===== src/rtl/mdm_pkg.sv =====
package mdm_pkg;
   // control register bit positions (decoded by the pin drivers and loopback map)
   localparam int CTL_DTR  = 0;
   localparam int CTL_RTS  = 1;
   localparam int CTL_OUT1 = 2;
   localparam int CTL_OUT2 = 3;
   localparam int CTL_LOOP = 4;
   localparam int CTL_W    = 5;

   // status nibble ordering: {carrier, ring, set-ready, clear-to-send}
   localparam int LN_CTS = 0;
   localparam int LN_DSR = 1;
   localparam int LN_RI  = 2;
   localparam int LN_DCD = 3;
   localparam int LN_W   = 4;

   typedef logic [LN_W-1:0]  line_vec_t;
   typedef logic [CTL_W-1:0] ctl_vec_t;
endpackage


===== src/rtl/mdm_sync.sv =====
module mdm_sync #(
   parameter int WIDTH  = 4,
   parameter int STAGES = 2,
   parameter logic [WIDTH-1:0] RST_VAL = '0
) (
   input  logic             clk,
   input  logic             rst_n,
   input  logic [WIDTH-1:0] d,
   output logic [WIDTH-1:0] q
);
   logic [WIDTH-1:0] chain [STAGES];

   generate
      if (STAGES < 2) begin : g_bad_stages
         $error("mdm_sync: STAGES must be at least 2");
      end
      for (genvar s = 0; s < STAGES; s++) begin : g_stage
         always_ff @(posedge clk or negedge rst_n) begin
            if (!rst_n)      chain[s] <= RST_VAL;
            else if (s == 0) chain[s] <= d;
            else             chain[s] <= chain[(s == 0) ? 0 : s-1];
         end
      end
   endgenerate

   assign q = chain[STAGES-1];
endmodule


===== src/rtl/mdm_ctl_reg.sv =====
module mdm_ctl_reg
   import mdm_pkg::*;
#(
   parameter ctl_vec_t RST_CTL    = 5'b01000,
   parameter bit       ACTIVE_LOW = 1'b0
) (
   input  logic     clk,
   input  logic     rst_n,
   input  logic     wr_en,
   input  logic [7:0] wr_data,
   output ctl_vec_t ctl,
   output logic     dtr_o,
   output logic     rts_o,
   output logic     out1_o,
   output logic     out2_o
);
   logic [3:0] lvl;   // {out2, out1, rts, dtr} as logical levels

   always_ff @(posedge clk or negedge rst_n) begin
      if (!rst_n)     ctl <= RST_CTL;
      else if (wr_en) ctl <= wr_data[CTL_W-1:0];
   end

   always_comb begin
      lvl[0] = ctl[CTL_DTR] & ~ctl[CTL_LOOP];
      lvl[1] = ctl[CTL_RTS] & ~ctl[CTL_LOOP];
      lvl[2] = ctl[CTL_OUT1];
      lvl[3] = ctl[CTL_OUT2];
   end

   generate
      if (ACTIVE_LOW) begin : g_inv
         assign {out2_o, out1_o, rts_o, dtr_o} = ~lvl;
      end else begin : g_direct
         assign {out2_o, out1_o, rts_o, dtr_o} = lvl;
      end
   endgenerate
endmodule


===== src/rtl/mdm_stat_tracker.sv =====
module mdm_stat_tracker
   import mdm_pkg::*;
#(
   parameter line_vec_t RST_LINES = 4'b1011
) (
   input  logic      clk,
   input  logic      rst_n,
   input  line_vec_t src,
   input  logic      clr,
   output line_vec_t cur,
   output line_vec_t delta
);
   line_vec_t set_v;

   always_comb begin
      set_v         = src ^ cur;
      set_v[LN_RI]  = cur[LN_RI] & ~src[LN_RI];   // falling edge only
   end

   always_ff @(posedge clk or negedge rst_n) begin
      if (!rst_n) begin
         cur   <= RST_LINES;
         delta <= '0;
      end else begin
         cur   <= src;
         delta <= (clr ? '0 : delta) | set_v;
      end
   end
endmodule


===== src/rtl/mdm_status_unit.sv =====
module mdm_status_unit
   import mdm_pkg::*;
#(
   parameter int        SYNC_STAGES     = 2,
   parameter bit        PINS_ACTIVE_LOW = 1'b0,
   parameter line_vec_t RST_LINES       = 4'b1011,
   parameter ctl_vec_t  RST_CTL         = 5'b01000
) (
   input  logic       clk,
   input  logic       rst_n,
   input  logic       ctl_wr,
   input  logic [7:0] wr_data,
   input  logic       stat_rd,
   input  logic       msi_en,
   input  logic       dcd_pin,
   input  logic       ri_pin,
   input  logic       dsr_pin,
   input  logic       cts_pin,
   output logic [7:0] ctl_q,
   output logic [7:0] stat_q,
   output logic       dtr_pin,
   output logic       rts_pin,
   output logic       out1_pin,
   output logic       out2_pin,
   output logic       msi_req
);
   localparam int PAD_W = 8 - CTL_W;

   generate
      if (SYNC_STAGES < 2) begin : g_bad_sync
         $error("mdm_status_unit: SYNC_STAGES below 2");
      end
      if (RST_CTL[CTL_LOOP]) begin : g_bad_rst
         $error("mdm_status_unit: reset must not select loopback");
      end
   endgenerate

   line_vec_t raw_lines, sync_lines, loop_lines, src_lines, cur_lines, delta;
   ctl_vec_t  ctl;

   generate
      if (PINS_ACTIVE_LOW) begin : g_in_inv
         assign raw_lines = ~{dcd_pin, ri_pin, dsr_pin, cts_pin};
      end else begin : g_in_direct
         assign raw_lines = {dcd_pin, ri_pin, dsr_pin, cts_pin};
      end
   endgenerate

   mdm_sync #(.WIDTH(LN_W), .STAGES(SYNC_STAGES), .RST_VAL(RST_LINES)) u_sync (
      .clk(clk), .rst_n(rst_n), .d(raw_lines), .q(sync_lines));

   mdm_ctl_reg #(.RST_CTL(RST_CTL), .ACTIVE_LOW(PINS_ACTIVE_LOW)) u_ctl (
      .clk(clk), .rst_n(rst_n), .wr_en(ctl_wr), .wr_data(wr_data), .ctl(ctl),
      .dtr_o(dtr_pin), .rts_o(rts_pin), .out1_o(out1_pin), .out2_o(out2_pin));

   always_comb begin
      loop_lines[LN_DCD] = ctl[CTL_OUT2];
      loop_lines[LN_RI]  = ctl[CTL_OUT1];
      loop_lines[LN_DSR] = ctl[CTL_DTR];
      loop_lines[LN_CTS] = ctl[CTL_RTS];
      src_lines = ctl[CTL_LOOP] ? loop_lines : sync_lines;
   end

   mdm_stat_tracker #(.RST_LINES(RST_LINES)) u_track (
      .clk(clk), .rst_n(rst_n), .src(src_lines), .clr(stat_rd),
      .cur(cur_lines), .delta(delta));

   assign ctl_q   = {{PAD_W{1'b0}}, ctl};
   assign stat_q  = {cur_lines, delta};
   assign msi_req = msi_en & (|delta);
endmodule


===== config.mk =====
export PLATFORM = sky130hd
export DESIGN_NAME = mdm_status_unit
export DESIGN_NICKNAME = d
export VERILOG_FILES = /design/src/rtl/mdm_pkg.sv /design/src/rtl/mdm_sync.sv /design/src/rtl/mdm_ctl_reg.sv /design/src/rtl/mdm_stat_tracker.sv /design/src/rtl/mdm_status_unit.sv
export SDC_FILE = /design/constraint.sdc
export NUM_CORES = 1
export LEC_CHECK = 0
export BUFFER_PORTS_ARGS = -buffer_cell sky130_fd_sc_hd__buf_2
export CORE_MARGIN = 1
export CORE_UTILIZATION = 44
export CTS_CLUSTER_DIAMETER = 80
export DETAILED_ROUTE_END_ITERATION = 12
export PLACE_DENSITY = 0.81
export RECOVER_POWER = 100
export SKIP_CTS_REPAIR_TIMING = 1
export SYNTH_ARGS = -nofsm -noshare
export SYNTH_HDL_FRONTEND = slang
export SYNTH_SLANG_ARGS = --single-unit

===== constraint.sdc =====
create_clock -name clk -period 1.35 [get_ports clk]
set_clock_uncertainty 0.1 [all_clocks]
set_input_delay 0.0675 -clock clk [delete_from_list [all_inputs] [get_ports clk]]
set_output_delay 0.0675 -clock clk [all_outputs]
set_load 0.05 [all_outputs]

# Word level (Yosys, flattened, before mapping)
# Index checks and enable logic that the tools add are counted.
# word_totals
mem_bits_rw	0
latch_bits	0
regBits	21
in_bits	17
output_inout_bits	21
mem_bits_ro	0
mem_count	0
# op_classes
muxes	2
n_addsub	0
n_reduce_logical	1
eq_ne	0
multipliers	0
n_shift	0
order_cmp	0
n_div	0
bitwise	8
# op_table
op	count
4-bit 2-to-1 mux	2
1-bit AND	4
4-bit OR	1
4-bit OR reduction	1
4-bit XOR	1
1-bit NOT	2

# Depth between registers and ports, before layout
# Gate-level depths: netlist (run 1).
# logic_depth
ltp_word	4
mapped_depth	4
mapped_depth_nobuf	3

# Modules after synthesis
# Synthesis (run 1) repeated with hierarchy kept, for this count alone.
# hier_totals
hier_cells	55
hier_area_um2	800.8
# by_module_without_submodules
module	n_inst	cells_per_inst	area_per_inst_um2
mdm_stat_tracker	1	20	270.3
mdm_sync	1	12	237.7
mdm_ctl_reg	1	14	210.2
mdm_status_unit	1	9	82.6

# Least setup slack after synthesis (run 1)
# Ideal clock, no wire load.
# synth_path
kind	flip-flop to flip-flop
start	register u_ctl.ctl[4]
end	register u_track.delta[0]
required_ns	1.128
arrival_time_ns	1.304
path_slack_ns	-0.176
period_less_slack_ns	1.526
stages_incl_launch_ff	5
path_buffers	1
cell_sequence	dfrtp_1 buf_6 mux2_4 nor3_2 a21oi_1
# synth_via
elab_chain_cells	3
# synth_rtl
item	line	text
start: declaration	mdm_ctl_reg.sv:11	output ctl_vec_t ctl,
start signal: assignment	mdm_ctl_reg.sv:21	else if (wr_en) ctl <= wr_data[CTL_W-1:0];
4-bit 2-to-1 mux	mdm_status_unit.sv:61	src_lines = ctl[CTL_LOOP] ? loop_lines : sync_lines;
net src_lines[0]	mdm_status_unit.sv:38	line_vec_t raw_lines, sync_lines, loop_lines, src_lines, cur_lines, delta;
4-bit XOR	mdm_stat_tracker.sv:16	set_v = src ^ cur;
4-bit OR	mdm_stat_tracker.sv:26	delta <= (clr ? '0 : delta) | set_v;
end signal: assignment	mdm_stat_tracker.sv:26	
end: declaration	mdm_stat_tracker.sv:11	output line_vec_t delta
# The timed path passes the listed nets, and every way through them passes these cells.
# A chain may end at the register's enable or synchronous reset.

# Worst setup path after layout (run 1)
# layout_path
start	register u_track.delta[2]
end	output msi_req
# layout_via
elab_chain_cells	2
# layout_rtl
item	line	text
4-bit OR reduction	mdm_status_unit.sv:70	assign msi_req = msi_en & (|delta);
1-bit AND	mdm_status_unit.sv:70	
end: declaration	mdm_status_unit.sv:25	output logic msi_req
# No other way between the ends.

==> results by group, run 1 <==
Yosys
  – Largest family of logic cells by synthesized area: multiplexers
  – Synth Area in Simple Gates: between 10% and 20%
  – Share of the yosys chip area belonging to registers: 64.95%
  – Synth cell types: 14
  – Xor/xnor cell area share of the yosys netlist: 0%
  – Synth Area in Compound Gates: a little under 4%
  – Synth warn: 0
  – #FFs+latches synth: 21
  – Mapped Cells: 55
  – Adder-cell area share of the yosys netlist: 0%
  – Post-synthesis mux area share: 13.60%
  – Dominant cell type by area after synthesis: dfrtp_1
  – Ranking of synthesized cells by area: dfrtp_1 33%, dfstp_2 32%, mux2_2 8.2%, mux2_4 5.4%, buf_4 4.5%
  – Synth top area share: between 30% and 40%
  – Syn avg cell area: between 15 and 20 µm²
  – Synthesized area: 828.3 µm²

Die
  – Num rows: 15
  – Die width: around 45 µm
  – Die area: 0.002060 mm²
  – Core footprint: between 0.0015 and 0.002 mm²
  – DIE HEIGHT: 45.39 µm
  – I/O Pins: 38
  – Effective utilization at floorplan: between 40% and 50%

Final layout
  – P&R area growth vs syn: 41.54%
  – Nets: between 100 and 150
  – Share of cells above drive strength 1: around two thirds
  – N_diodes: 0
  – Post-route cell area: about 0.0012 mm²

Power and ir drop
  – Lkg Pwr: around 0.55 nW
  – VDD IR max: roughly 0.83 mV
  – Power density over the cells: about 1400 mW/mm²

Setup path
  – WP data arrival: roughly 1.4 ns
  – CP Launch Point: u_track.delta[2]
  – Setup CP Type: reg2out
  – Cells along the critical path: o41a_4 -> buf_8
  – CP max FO: 2
  – R2R Path End: u_track.delta[1]
  – Worst setup EP type: output port
  – CP required: 1.18 ns
  – R2R setup slack: roughly 0.080 ns
  – Crit path launch type: flop
  – R2R depth: 4
  – CP max stage cell: o41a_4
  – Reg-to-Reg Start: u_ctl.ctl[4]
  – Slowest cell delay on critical path: 0.50 ns

Placement
  – GPL Wtd Cong: between 0.6 and 0.7
  – IO buf count: 31
  – Pre-CTS setup slack: 0.09949 ns
  – Post-Place Cell Area: 985.9 µm²

Drt
  – Routed WL per cell: 12.15 µm
  – DR vias/cell: roughly 4.4
  – Vias post-DR: between 500 and 600
  – Drt first-iter violations: 8
  – # DRC: 0
  – Routed Antenna Nets: 0
  – Post-Route WL: between 1500 and 2000 µm
  – Drt pass-1 iters: 4

Clock tree
  – Clk buf depth: 2
  – CTS tree: built
  – Clock Sinks: 21
  – Clock slew at reported path FFs: around 0.12 ns
  – CTS root buf: clkbuf_4
  – Clk Latency, worst-skew pair: ~0.30 ns
  – Num CTS Buffers: 3
  – H-Tree Depth: 1

STA
  – Period Utilization, post-route: 113.6%
  – Period minus WS final: about 1.5 ns
  – RSZ-0062 raised after global routing: true
  – Final setup violation count: 1
  – Maximum clock rate: between 600 and 700 MHz
  – Pins Over Slew Limit: 0
  – Hold Fails Final Rpt: 0
  – Final WS setup: -0.1832 ns

Min path
  – Hold Path Depth: 2
  – WHS Endpoint: u_ctl.ctl[3]
  – Hold Crit Class: in2reg
  – Hold path startpoint: ctl_wr

Global routing
  – GRT overflow: 0
  – Vias in the first global route: approximately 500
  – Gr usage total: 15.25%
  – First-pass GRT wire length: 2132 µm
  – Initial antenna violation count: 0
  – Largest net degree at the start of global routing: 22

Flow run
  – Max-Cap Viols: 0

Status
  – Status: finished, violations left
  – Failing checks: setup timing
[placed cells by master, fill, tap and decap left out, types with 2 or more instances in the layout]
master and instances:
a21oi_1 3, and2b_2 2, buf_2 27, buf_4 5, clkbuf_4 3, conb_1 3, dfrtp_1 9, dfrtp_2 2
dfstp_2 10, dlygate4sd3_1 11, inv_1 2, mux2_2 6, mux2_4 3, nor2b_1 6, nor3_2 3
[metal layers]
metal	vias to the layer above	track usage, %	part of all wire (%)
met2	25	23.71	52
met4	0	10.91	0.59
li1	265	-	-
met5	-	0	0
met1	264	18.96	42
met3	2	2.778	4.8
[final cells by class]
class,instances,area [µm²]
fill,126,573.1
sequential,21,540.5
timing repair buffer,46,314.1
multi-input combinational,28,251.5
tap,25,31.28
clock buffer,3,22.52
inverter,2,7.507
clock inverter,1,5.005
[power breakdown]
| group | switching (mW) | internal [mW] |
|---|---|---|
| combinational | 0.363 | 0.177 |
| sequential | 0.0484 | 0.713 |
| clock | 0.187 | 0.110 |
[cells by family (layout without fill, tap and decap cells)]
logic type,Yosys count,in the layout
AO/OA/AOI/OAI,5,5
other,1,3
multiplexers,9,9
flip-flops,21,21
AND/OR/NAND/NOR,11,11
buffers and inverters,8,52
[worst max-delay path, delay by kind of cell, from the launching register on]
family | cells | cell delay, ns
buf+inv | 1 | 0.16
flops | 1 | 0.41
compound gates | 1 | 0.50
[sequential cells by signal, indices dropped and copies added, names as in the netlist]
register,flops
u_ctl.ctl,5
u_sync.chain,4
u_sync.q,4
u_track.cur,4
u_track.delta,4
[worst max path at each step]
stage | end | slack, ns
6_report | msi_req | -0.18
5_1_grt | msi_req | -0.22
4_1_cts | msi_req | -0.25
3_5_place_dp | msi_req | 0.1
3_3_place_gp | msi_req | 0.11
2_1_floorplan | u_track.delta[1] | 0.008
[stage by stage]
step	hold WS (ns)	TNS [ns]	utilization (%)	instances	total power, mW
finish	0.004269	-0.1832	67.17	126	1.599
floorplan	-0.3281	0	-	57	1.158
detailed placement	-0.06619	0	56.49	107	1.258
global placement	-0.07221	0	56.49	107	1.243
CTS	-0.4051	-0.4668	58.06	111	1.553
global route	0.009179	-0.2183	67.17	126	1.671
[cells in the mapped netlist (all sizes together)]
master,number
buf,6
conb,1
o41a,1
mux2,9
nor2b,6
and2b,2
dfstp,10
a21oi,3
dfrtp,11
nor3,3
o22ai,1
inv,2
Power figures use the tool's default switching activity.
==> inputs of run 2 (changes only) <==
--- a/config.mk
+++ b/config.mk
@@ -6,11 +6,12 @@
 export NUM_CORES = 1
 export LEC_CHECK = 0
 export BUFFER_PORTS_ARGS = -buffer_cell sky130_fd_sc_hd__buf_2
+export CORE_ASPECT_RATIO = 1.2
 export CORE_MARGIN = 1
 export CORE_UTILIZATION = 44
 export CTS_CLUSTER_DIAMETER = 80
 export DETAILED_ROUTE_END_ITERATION = 12
-export PLACE_DENSITY = 0.81
+export PLACE_DENSITY = 0.74
 export RECOVER_POWER = 100
 export SKIP_CTS_REPAIR_TIMING = 1
 export SYNTH_ARGS = -nofsm -noshare
==> results by group, run 2 (synthesis results as in run 1) <==
Status
  – Status: finished, violations left
  – Failing checks: setup timing

Placement
  – Pre-CTS setup slack: between 0.08 and 0.09 ns
  – Dpl hpwl: 943.7 µm
  – IO buf count: 31
  – GPL Wtd Cong: between 0.6 and 0.7

Power and ir drop
  – Register share of total power: between 40% and 50%
  – Switching share of total power: a little under two fifths
  – Power density over the cells: around 1400 mW/mm²
  – Switching Power: around 0.59 mW
  – Clock Power Share: 17.7%
  – Internal power: just over 1 mW
  – Combinational group share of total power: roughly a third
  – Lkg Pwr: about 0.56 nW
  – VDD IR max: 0.7920 mV

Clock tree
  – CTS root buf: clkbuf_4
  – Clock Sinks: 21
  – Clk buf depth: 2
  – Clock slew at reported path FFs: 0.10 ns
  – H-Tree Depth: 1
  – Num CTS Buffers: 3
  – CTS tree: built
  – Clk Latency, worst-skew pair: approximately 0.29 ns

Final layout
  – Leading cell types in the layout, fill and taps excluded: 18 x buf_2, 11 x dlygate4sd3_1, 10 x clkbuf_2, 10 x dfrtp_1, 9 x dfstp_2
  – Most common cell after layout, fill and taps aside: buf_2
  – Largest register by flop count: u_ctl.ctl
  – Max reg flops: 5
  – P&R area growth vs syn: 42.60%
  – Nets: 120
  – N_diodes: 0
  – Share of cells above drive strength 1: 61.76%

Global routing
  – Routing usage on met1: 17.43%
  – GRT busiest layer: met2
  – GRT overflow: 0
  – Initial antenna violation count: 0
  – Gr usage total: around 14%
  – Largest net degree at the start of global routing: 22
  – Vias in the first global route: 499
  – GR Layer Usage met3: just over 4%
  – Met2 Use GR: ~23%
  – First-pass GRT wire length: around 2200 µm

Setup path
  – Setup CP Type: reg2out
  – Crit path launch type: flop
  – CP max stage cell: o41a_4
  – Worst setup EP type: output port
  – R2R depth: 4
  – CP max FO: 2
  – Top delay family on crit path: compound AO/OA/AOI/OAI gates
  – R2R setup slack: approximately 0.01 ns
  – Cells along the critical path: o41a_4 -> buf_6
  – WP data arrival: between 1 and 1.5 ns
  – WP buf/inv: 1
  – CP required: around 1.2 ns
  – Slowest cell delay on critical path: between 0.4 and 0.5 ns
  – Reg-to-Reg Start: u_ctl.ctl[4]
  – R2R Path End: u_track.delta[3]

Min path
  – Hold Crit Class: in2reg
  – Hold Path Depth: 2
  – Hold path startpoint: ctl_wr
  – WHS Endpoint: u_ctl.ctl[4]

Drt
  – Routed WL per cell: between 10 and 15 µm
  – Routed Antenna Nets: 0
  – # DRC: 0
  – Vias post-DR: approximately 560
  – DR vias/cell: about 4.7
  – Drt pass-1 iters: 2
  – Drt first-iter violations: 2
  – Post-Route WL: between 1000 and 1500 µm

STA
  – Setup TNS: -0.1984 ns
  – RSZ-0062 raised after global routing: true
  – Period minus WS final: ~1.5 ns
  – Pins Over Slew Limit: 0
  – Final WS setup: -0.1864 ns
  – Final setup violation count: 2
  – Hold Fails Final Rpt: 0
  – Period Utilization, post-route: 113.8%
  – Maximum clock rate: approximately 650 MHz

Die
  – Die width: 41.61 µm
  – Die area: slightly above 0.002 mm²
  – DIE HEIGHT: around 50 µm
  – Effective utilization at floorplan: 48.68%
  – Num rows: 16
  – Core footprint: around 0.0017 mm²
  – I/O Pins: 38

Flow run
  – Max-Cap Viols: 0
run 2: cell types whose count changed in the layout (fill, tap and decap cells not counted), moves of 2 or more:
cell	change
buf_2	-9
buf_4	-4
buf_6	+2
clkbuf_2	+9
clkbuf_4	+4
nor3_2	-2
nor3_4	+2
run 2: worst register-to-register path, cell delays in order, from the launching register on:
cell and delay [ns]:
dfrtp_1 0.47, clkbuf_4 0.18, mux2_4 0.32, nor3_4 0.11, a21oi_1 0.05
run 2: how the worst max path moves through the flow:
stage | cells past startpoint | endpoint | slack, ns | startpoint
2_1_floorplan | 4 | u_track.delta[1] | 0.008 | u_ctl.ctl[4]
3_3_place_gp | 2 | msi_req | 0.11 | u_track.delta[1]
3_5_place_dp | 2 | msi_req | 0.08 | u_track.delta[1]
4_1_cts | 2 | msi_req | -0.25 | u_track.delta[1]
5_1_grt | 2 | msi_req | -0.23 | u_track.delta[1]
6_report | 2 | msi_req | -0.19 | u_track.delta[1]
run 2: cell type report:
type	count	area (µm²)
Sequential cell	21	539.3
Multi-Input combinational cell	28	264.0
Clock buffer	4	26.28
Fill cell	123	520.5
Inverter	2	7.507
Tap cell	18	22.52
Timing Repair Buffer	47	321.6
run 2: per-layer routing:
| metal | vias up | part of all wire [%] |
|---|---|---|
| met5 | - | 0 |
| met4 | 0 | 0.68 |
| met3 | 2 | 5.0 |
| met2 | 28 | 53 |
| met1 | 264 | 41 |
| li1 | 269 | - |
run 2: stage by stage:
| stage | cells | hold WS, ns | power (mW) | util (%) | instance area [µm²] |
|---|---|---|---|---|---|
| floorplan | 57 | -0.3281 | 1.158 | - | 848.3 |
| global placement | 100 | -0.06950 | 1.242 | 57.43 | 977.2 |
| detailed placement | 100 | -0.05838 | 1.256 | 57.43 | 977.2 |
| CTS | 104 | -0.3848 | 1.541 | 58.97 | 1003 |
| global route | 120 | 0.01883 | 1.676 | 69.41 | 1181 |
| finish | 120 | 0.01839 | 1.595 | 69.41 | 1181 |
run 2: power by group through the flow:
stage | Combinational, mW | Sequential [mW] | Clock (mW)
floorplan | 0.200 | 0.958 | 0
global placement | 0.469 | 0.773 | 0
detailed placement | 0.476 | 0.780 | 0
CTS | 0.477 | 0.769 | 0.295
global route | 0.577 | 0.779 | 0.321
finish | 0.546 | 0.766 | 0.282
